<file path="config.mk">
export PLATFORM = sky130hd
export DESIGN_NAME = ptw_top
export DESIGN_NICKNAME = d
export VERILOG_FILES = /design/src/rtl/ptw_pkg.sv /design/src/rtl/ptw_addr_gen.sv /design/src/rtl/ptw_pte_check.sv /design/src/rtl/ptw_ctrl.sv /design/src/rtl/ptw_top.sv
export SDC_FILE = /design/constraint.sdc
export NUM_CORES = 1
export LEC_CHECK = 0
export BUFFER_PORTS_ARGS = -buffer_cell sky130_fd_sc_hd__clkbuf_2
export CAP_MARGIN = 25
export CORE_AREA = 2 2 106 108
export CTS_BUF_LIST = sky130_fd_sc_hd__clkbuf_8
export DETAILED_ROUTE_END_ITERATION = 7
export DIE_AREA = 0 0 108 110
export PLACE_DENSITY_LB_ADDON = 0.3
export SLEW_MARGIN = 40
export SYNTH_ARGS = -nofsm -noshare
export SYNTH_HDL_FRONTEND = slang
export SYNTH_SLANG_ARGS = --single-unit
</file>
<file path="constraint.sdc">
create_clock -name clk -period 2.3 [get_ports clk]
set_clock_uncertainty 0.15 [all_clocks]
set_input_delay 0.115 -clock clk [delete_from_list [all_inputs] [get_ports clk]]
set_output_delay 0.115 -clock clk [all_outputs]
set_load 0.02 [all_outputs]
</file>
<file path="src/rtl/ptw_pkg.sv">
package ptw_pkg;

    // Address geometry
    localparam int VA_W        = 32;
    localparam int OFF_W       = 12;
    localparam int IDX_W       = 10;
    localparam int PTE_W       = 32;
    localparam int FRAME_W     = VA_W - OFF_W;
    localparam int FLAG_W      = PTE_W - FRAME_W;
    localparam int ENTRY_BYTES = PTE_W / 8;
    localparam int ENTRY_SH    = $clog2(ENTRY_BYTES);

    // Flag bit positions inside an entry
    localparam int FLG_VALID = 0;
    localparam int FLG_READ  = 1;
    localparam int FLG_WRITE = 2;
    localparam int FLG_EXEC  = 3;

    typedef enum logic [2:0] {
        ST_IDLE     = 3'd0,
        ST_RD_OUTER = 3'd1,
        ST_RD_INNER = 3'd2,
        ST_DONE     = 3'd3,
        ST_FAULT    = 3'd4
    } walk_state_e;

    typedef enum logic [1:0] {
        CAUSE_NONE      = 2'd0,
        CAUSE_OUTER_INV = 2'd1,
        CAUSE_INNER_INV = 2'd2,
        CAUSE_PROT      = 2'd3
    } fault_cause_e;

    typedef enum logic [1:0] {
        ACC_READ  = 2'd0,
        ACC_WRITE = 2'd1,
        ACC_EXEC  = 2'd2,
        ACC_RSVD  = 2'd3
    } access_e;

    typedef struct packed {
        logic [FRAME_W-1:0] frame;
        logic [FLAG_W-1:0]  flags;
    } pte_t;

    typedef struct packed {
        logic [IDX_W-1:0] hi;
        logic [IDX_W-1:0] lo;
        logic [OFF_W-1:0] off;
    } vaddr_t;

    // Byte address of entry idx in the table held in frame base
    function automatic logic [VA_W-1:0] entry_addr(
        input logic [FRAME_W-1:0] base,
        input logic [IDX_W-1:0]   idx
    );
        logic [VA_W-1:0] scaled;
        scaled = VA_W'(idx) << ENTRY_SH;
        return {base, {OFF_W{1'b0}}} + scaled;
    endfunction

    function automatic logic flag_valid(input logic [FLAG_W-1:0] flags);
        return flags[FLG_VALID];
    endfunction

    // Permission lookup for the access kind
    function automatic logic perm_ok(
        input logic [FLAG_W-1:0] flags,
        input access_e           acc
    );
        logic ok;
        case (acc)
            ACC_READ:  ok = flags[FLG_READ];
            ACC_WRITE: ok = flags[FLG_WRITE];
            ACC_EXEC:  ok = flags[FLG_EXEC];
            default:   ok = 1'b0;
        endcase
        return ok;
    endfunction

endpackage

</file>
<file path="src/rtl/ptw_addr_gen.sv">
module ptw_addr_gen
    import ptw_pkg::*;
(
    input  walk_state_e            state,
    input  logic [FRAME_W-1:0]     root_frame,
    input  logic [FRAME_W-1:0]     inner_frame,
    input  logic [IDX_W-1:0]       idx_hi,
    input  logic [IDX_W-1:0]       idx_lo,
    output logic                   mem_req,
    output logic [VA_W-1:0]        mem_addr
);
    localparam int LEVELS = 2;

    logic [FRAME_W-1:0] lvl_base [LEVELS];
    logic [IDX_W-1:0]   lvl_idx  [LEVELS];
    logic [VA_W-1:0]    lvl_addr [LEVELS];

    assign lvl_base[0] = root_frame;
    assign lvl_idx[0]  = idx_hi;
    assign lvl_base[1] = inner_frame;
    assign lvl_idx[1]  = idx_lo;

    for (genvar g = 0; g < LEVELS; g++) begin : g_level
        assign lvl_addr[g] = entry_addr(lvl_base[g], lvl_idx[g]);
    end

    always_comb begin
        mem_req  = 1'b0;
        mem_addr = '0;
        case (state)
            ST_RD_OUTER: begin
                mem_req  = 1'b1;
                mem_addr = lvl_addr[0];
            end
            ST_RD_INNER: begin
                mem_req  = 1'b1;
                mem_addr = lvl_addr[1];
            end
            default: begin
                mem_req  = 1'b0;
                mem_addr = '0;
            end
        endcase
    end

endmodule

</file>
<file path="src/rtl/ptw_pte_check.sv">
module ptw_pte_check
    import ptw_pkg::*;
(
    input  pte_t          pte,
    input  logic          level_inner,
    input  access_e       acc,
    output logic          ok,
    output fault_cause_e  cause
);
    logic valid_bit;
    logic perm_bit;

    assign valid_bit = flag_valid(pte.flags);
    assign perm_bit  = perm_ok(pte.flags, acc);

    // Validity first; permission only on the last level
    always_comb begin
        if (!valid_bit) begin
            cause = level_inner ? CAUSE_INNER_INV : CAUSE_OUTER_INV;
        end else if (level_inner && !perm_bit) begin
            cause = CAUSE_PROT;
        end else begin
            cause = CAUSE_NONE;
        end
        ok = (cause == CAUSE_NONE);
    end

endmodule

</file>
<file path="src/rtl/ptw_ctrl.sv">
module ptw_ctrl
    import ptw_pkg::*;
(
    input  logic                 clk,
    input  logic                 rst,
    input  logic                 req_valid,
    input  vaddr_t               req_vaddr,
    input  access_e              req_access,
    input  logic [FRAME_W-1:0]   ptbr,
    input  logic                 mem_rvalid,
    input  logic [FRAME_W-1:0]   rd_frame,
    input  logic                 chk_ok,
    input  fault_cause_e         chk_cause,
    output walk_state_e          state,
    output logic [FRAME_W-1:0]   root_q,
    output logic [FRAME_W-1:0]   inner_q,
    output logic [IDX_W-1:0]     idx_hi_q,
    output logic [IDX_W-1:0]     idx_lo_q,
    output access_e              acc_q,
    output logic                 ready,
    output logic                 resp_valid,
    output logic                 resp_fault,
    output fault_cause_e         resp_cause,
    output logic [VA_W-1:0]      resp_paddr
);
    vaddr_t          va_q;
    fault_cause_e    cause_q;
    logic [VA_W-1:0] paddr_q;

    always_ff @(posedge clk) begin
        if (rst) begin
            state   <= ST_IDLE;
            va_q    <= '0;
            acc_q   <= ACC_READ;
            root_q  <= '0;
            inner_q <= '0;
            cause_q <= CAUSE_NONE;
            paddr_q <= '0;
        end else begin
            case (state)
                ST_IDLE: begin
                    if (req_valid) begin
                        va_q   <= req_vaddr;
                        acc_q  <= req_access;
                        root_q <= ptbr;
                        state  <= ST_RD_OUTER;
                    end
                end
                ST_RD_OUTER: begin
                    if (mem_rvalid) begin
                        if (chk_ok) begin
                            inner_q <= rd_frame;
                            state   <= ST_RD_INNER;
                        end else begin
                            cause_q <= chk_cause;
                            paddr_q <= '0;
                            state   <= ST_FAULT;
                        end
                    end
                end
                ST_RD_INNER: begin
                    if (mem_rvalid) begin
                        if (chk_ok) begin
                            cause_q <= CAUSE_NONE;
                            paddr_q <= {rd_frame, va_q.off};
                            state   <= ST_DONE;
                        end else begin
                            cause_q <= chk_cause;
                            paddr_q <= '0;
                            state   <= ST_FAULT;
                        end
                    end
                end
                ST_DONE:  state <= ST_IDLE;
                ST_FAULT: state <= ST_IDLE;
                default:  state <= ST_IDLE;
            endcase
        end
    end

    assign idx_hi_q   = va_q.hi;
    assign idx_lo_q   = va_q.lo;
    assign ready      = (state == ST_IDLE);
    assign resp_valid = (state == ST_DONE) || (state == ST_FAULT);
    assign resp_fault = (state == ST_FAULT);
    assign resp_cause = cause_q;
    assign resp_paddr = paddr_q;

endmodule

</file>
<file path="src/rtl/ptw_top.sv">
module ptw_top
    import ptw_pkg::*;
(
    input  logic                clk,
    input  logic                rst,
    input  logic                req_valid,
    input  logic [VA_W-1:0]     req_vaddr,
    input  logic [1:0]          req_access,
    input  logic [FRAME_W-1:0]  ptbr,
    output logic                ready,
    output logic                mem_req,
    output logic [VA_W-1:0]     mem_addr,
    input  logic                mem_rvalid,
    input  logic [PTE_W-1:0]    mem_rdata,
    output logic                resp_valid,
    output logic                resp_fault,
    output logic [1:0]          resp_cause,
    output logic [VA_W-1:0]     resp_paddr
);
    walk_state_e        state;
    logic [FRAME_W-1:0] root_q;
    logic [FRAME_W-1:0] inner_q;
    logic [IDX_W-1:0]   idx_hi_q;
    logic [IDX_W-1:0]   idx_lo_q;
    access_e            acc_q;
    logic               chk_ok;
    fault_cause_e       chk_cause;
    fault_cause_e       cause_e;
    pte_t               rd_pte;

    assign rd_pte = pte_t'(mem_rdata);

    ptw_ctrl u_ctrl (
        .clk        (clk),
        .rst        (rst),
        .req_valid  (req_valid),
        .req_vaddr  (vaddr_t'(req_vaddr)),
        .req_access (access_e'(req_access)),
        .ptbr       (ptbr),
        .mem_rvalid (mem_rvalid),
        .rd_frame   (rd_pte.frame),
        .chk_ok     (chk_ok),
        .chk_cause  (chk_cause),
        .state      (state),
        .root_q     (root_q),
        .inner_q    (inner_q),
        .idx_hi_q   (idx_hi_q),
        .idx_lo_q   (idx_lo_q),
        .acc_q      (acc_q),
        .ready      (ready),
        .resp_valid (resp_valid),
        .resp_fault (resp_fault),
        .resp_cause (cause_e),
        .resp_paddr (resp_paddr)
    );

    ptw_addr_gen u_addr (
        .state       (state),
        .root_frame  (root_q),
        .inner_frame (inner_q),
        .idx_hi      (idx_hi_q),
        .idx_lo      (idx_lo_q),
        .mem_req     (mem_req),
        .mem_addr    (mem_addr)
    );

    ptw_pte_check u_chk_pte (
        .pte         (rd_pte),
        .level_inner (state == ST_RD_INNER),
        .acc         (acc_q),
        .ok          (chk_ok),
        .cause       (chk_cause)
    );

    assign resp_cause = cause_e;

endmodule

</file>
==> impl_metrics.xml <==
<?xml version="1.0" encoding="UTF-8"?>
<metrics>
  <group name="grt">
    <metric name="grt_start_max_net_pins" unit="">39</metric>
    <metric name="grt_pass1_vias" unit="">4028</metric>
    <metric name="initial_antenna_violation_count" unit="">0</metric>
    <metric name="track_usage" unit="">0.207</metric>
    <metric name="first_pass_grt_wire_length" unit="mm">19.4</metric>
    <metric name="globalRoute.totalOverflow" unit="">0</metric>
  </group>
  <group name="critical_path">
    <metric name="timing.critical_path.max_delay_family" unit="">flip-flops</metric>
    <metric name="critPathKind" unit="">flop to primary output</metric>
    <metric name="critPathMaxFanout" unit="">20</metric>
    <metric name="critPathSlowestCell" unit="">dfxtp_1</metric>
    <metric name="critPathRequiredTime" unit="ns">2.04</metric>
    <metric name="cpPeakStageDelay" unit="ns">0.50</metric>
    <metric name="setup.reg_to_reg.worst_slack" unit="ns">0.25</metric>
    <metric name="reg2reg_to" unit="">u_ctrl.resp_paddr[9]</metric>
    <metric name="timing.critical_path.buf_inv" unit="">2</metric>
    <metric name="timing.critical_path.cells" unit="">nand2b_1 -&gt; nor2_2 -&gt; buf_4 -&gt; a22o_1 -&gt; clkbuf_2</metric>
    <metric name="r2r-start" unit="">u_ctrl.state[0]</metric>
    <metric name="critical_path.endpoint_type" unit="">primary output</metric>
    <metric name="cp.arrival" unit="ns">1.86</metric>
    <metric name="setup.worst_path.start_class" unit="">flop</metric>
    <metric name="timing.reg2reg.worst_path_depth" unit="">5</metric>
  </group>
  <group name="yosys">
    <metric name="synth.ff_latch_count" unit="">111</metric>
    <metric name="post-synth-top-area-cell" unit="">dfxtp_1</metric>
    <metric name="synth_top_cells_by_area" unit="">dfxtp_1 53%, nand2_1 13%, a22o_1 13%</metric>
    <metric name="post_synth_num_cell_types" unit="">33</metric>
    <metric name="yosys_most_used_dff" unit="">dfxtp_1</metric>
    <metric name="number_of_synthesized_flops_with_an_enable_pin" unit="">0</metric>
    <metric name="count_leader_synth" unit="">nand2_1</metric>
    <metric name="postSynthAreaPerCell" unit="sq um">8.81</metric>
    <metric name="post_synth_inst_count" unit="">476</metric>
    <metric name="synthesis.yosys.warnings" unit="">0</metric>
    <metric name="async_reset_ff_frac" unit="">0</metric>
    <metric name="post_synth_most_frequent_cells" unit="">150 x nand2_1, 111 x dfxtp_1, 74 x a21oi_1</metric>
    <metric name="seq_area_frac_synth" unit="">0.530</metric>
    <metric name="synth.top_cell.area_share" unit="">0.530</metric>
    <metric name="mappedNetlistArea" unit="sq um">4200</metric>
  </group>
  <group name="clock_tree">
    <metric name="worstSkewPairLatency" unit="ns">0.36</metric>
    <metric name="postCtsSetupBuffers" unit="">0</metric>
    <metric name="htree_levels" unit="">3</metric>
    <metric name="buffer_type_at_the_clock_tree_root" unit="">clkbuf_8</metric>
    <metric name="cts_tree" unit="">done</metric>
    <metric name="cts-root-to-sink-buffers" unit="">2</metric>
    <metric name="cts.clk_slew.worst_paths" unit="ns">0.11</metric>
    <metric name="cts.sinks" unit="">111</metric>
    <metric name="tritoncts.num_buffers" unit="">9</metric>
  </group>
  <group name="cells_and_area">
    <metric name="filler_cell_count" unit="">989</metric>
    <metric name="nNetsFinal" unit="">776</metric>
    <metric name="area.growth.synth_to_final" unit="%">43.1</metric>
    <metric name="final_layout_size_suffix_gt1_frac" unit="">0.271</metric>
    <metric name="finalCoreUtilization" unit="">0.561</metric>
    <metric name="antenna_diode_count" unit="">0</metric>
    <metric name="finish.cell_count_without_fillers" unit="">830</metric>
  </group>
  <group name="hold_path">
    <metric name="hold_path_end" unit="">u_ctrl.root_q[19]</metric>
    <metric name="timing.hold.worst.class" unit="">input port to flop</metric>
    <metric name="hold_path.startpoint" unit="">rst</metric>
    <metric name="timing.hold.worst_path_depth" unit="">3</metric>
  </group>
  <group name="floorplan">
    <metric name="design.die.area" unit="sq um">11900</metric>
    <metric name="placement_rows" unit="">38</metric>
    <metric name="floorplan.initialDensity" unit="">0.392</metric>
    <metric name="chipHeight" unit="microns">110</metric>
    <metric name="fp.coreArea" unit="sq um">10700</metric>
    <metric name="die_x" unit="microns">108</metric>
    <metric name="top_level_ports" unit="">160</metric>
  </group>
  <group name="timing">
    <metric name="hold_viol" unit="">0</metric>
    <metric name="worst_pin_slew" unit="ns">0.710</metric>
    <metric name="report.final.setup_viol" unit="">0</metric>
    <metric name="period_needed" unit="ns">2.13</metric>
    <metric name="report.final.slew_viol_count" unit="">0</metric>
    <metric name="total_neg_setup_slack" unit="ns">0</metric>
    <metric name="setup_repair_after_global_routing_missed_its_margin" unit="">no</metric>
    <metric name="maxSlewHeadroom" unit="">0.526</metric>
    <metric name="timing.final.crit_share" unit="">0.924</metric>
    <metric name="fmax" unit="GHz">0.470</metric>
    <metric name="fin_hold_ws" unit="ns">0.106</metric>
  </group>
  <group name="pwr">
    <metric name="total_leakage_power" unit="nW">2.60</metric>
    <metric name="vdd_drop_max" unit="V">0.000382</metric>
    <metric name="power-per-cell-area" unit="nW/um^2">643</metric>
    <metric name="power" unit="mW">3.86</metric>
  </group>
  <group name="drt">
    <metric name="routed-via-count" unit="">4108</metric>
    <metric name="wl_per_cell" unit="microns">14.8</metric>
    <metric name="vias_per_cell" unit="">4.95</metric>
    <metric name="first_pass_iters" unit="">4</metric>
    <metric name="wl" unit="mm">12.3</metric>
    <metric name="drt.antenna.violating_nets" unit="">0</metric>
    <metric name="drc" unit="">0</metric>
    <metric name="detailedRoute.firstIterationViolations" unit="">231</metric>
  </group>
  <group name="run_status">
    <metric name="outcome" unit="">finished clean</metric>
  </group>
  <group name="placement">
    <metric name="placed_cells" unit="">739</metric>
    <metric name="hpwlAfterDp" unit="mm">7.79</metric>
    <metric name="numPortBuffers" unit="">149</metric>
    <metric name="finalWeightedCongestion" unit="">0.820</metric>
  </group>
  <group name="flow_run">
    <metric name="max_cap_violations" unit="">0</metric>
  </group>
</metrics>
## placed cells by master (no fill, tap or decap), types with 2 or more instances in the layout
master,Yosys,routed
a21oi_1,74,74
a22o_1,63,63
and3_1,2,2
buf_12,0,3
buf_4,3,11
clkbuf_2,0,149
clkbuf_8,0,9
conb_1,1,2
dfxtp_1,111,110
dlygate4sd3_1,0,76
inv_8,0,2
nand2_1,150,149
nand2b_1,3,3
nand3b_1,3,3
nor2_1,4,3
nor2_2,1,2
nor2b_1,2,2
nor3_2,2,2
o21ai_1,2,2
or2_1,2,2
## metrics by stage
step / instance area [sq um] / worst slack (ns)
after floorplan: 4200 / 0.602
after global placement: 5040 / 0.346
after detailed placement: 5040 / 0.271
after CTS: 6000 / 0.0441
after global routing: 6000 / 0.0532
final: 6000 / 0.174
## state kept, by name (all words and copies together) (netlist names)
register and count:
u_ctrl.inner_q 20, u_ctrl.root_q 20, u_ctrl.acc_q 2, u_ctrl.va_q 12, u_ctrl.idx_hi_q 10, u_ctrl.state 3
u_ctrl.resp_paddr 32, u_ctrl.idx_lo_q 10, u_ctrl.resp_cause 2
## routing by layer
metal	part of all wire	up-vias	GRT usage	wire [microns]
li1	-	2051	-	-
met1	0.42	1915	0.243	5130
met2	0.51	128	0.373	6280
met3	0.057	14	0.0564	697
met4	0.012	0	0.0568	144
met5	0	-	0	0
## cells by family (layout without fill, tap and decap cells)
logic type / after synthesis / after routing / share of synthesized area
buf+inv: 41 / 254 / 0.0558
fa+ha+maj: 1 / 1 / 0.00239
flops: 111 / 111 / 0.530
mux: 1 / 1 / 0.00239
simple gates: 176 / 176 / 0.175
compound gates: 144 / 144 / 0.232
xor+xnor: 1 / 1 / 0.00209
other cells: 1 / 2 / 0.000894
## cell type report
class | instances | area (sq um) | share of cell area
tap | 140 | 175 | 0.0292
clock inverter | 6 | 77.6 | 0.0129
multi-input combinational | 325 | 1760 | 0.292
clock buffer | 9 | 124 | 0.0206
timing repair buffer | 239 | 1650 | 0.275
sequential | 111 | 2220 | 0.370
## tightest hold or removal path: cells and delay by family
| family | cells | cell delay (ns) |
|---|---|---|
| AO/OA/AOI/OAI | 1 | 0.12 |
| buffers and inverters | 2 | 0.35 |
## power breakdown
part	internal, mW	leakage (nW)	switching, mW	total [mW]
clock network	0.520	0.0997	0.683	1.20
logic	0.271	1.60	0.330	0.601
registers	2.01	0.904	0.0513	2.06
## worst max-delay path by stage
stage,start,to,slack (ns),cells past startpoint
after CTS,u_ctrl.state[1],mem_addr[29],0.04,5
final,u_ctrl.state[0],mem_addr[29],0.17,5
after global placement,u_ctrl.state[0],u_ctrl.resp_paddr[13],0.35,5
after floorplan,u_ctrl.state[1],u_ctrl.root_q[0],0.60,7
after global routing,u_ctrl.state[0],mem_addr[29],0.05,5
after detailed placement,u_ctrl.state[0],u_ctrl.resp_paddr[9],0.27,5
## timing repair
action,4_1_cts,5_1_grt
endpoints found under the setup margin,0,28
hold buffers,76,0
endpoints found under the hold margin,98,0
gates resized for setup,0,1
No activity file was read; power rests on OpenSTA's default activity.
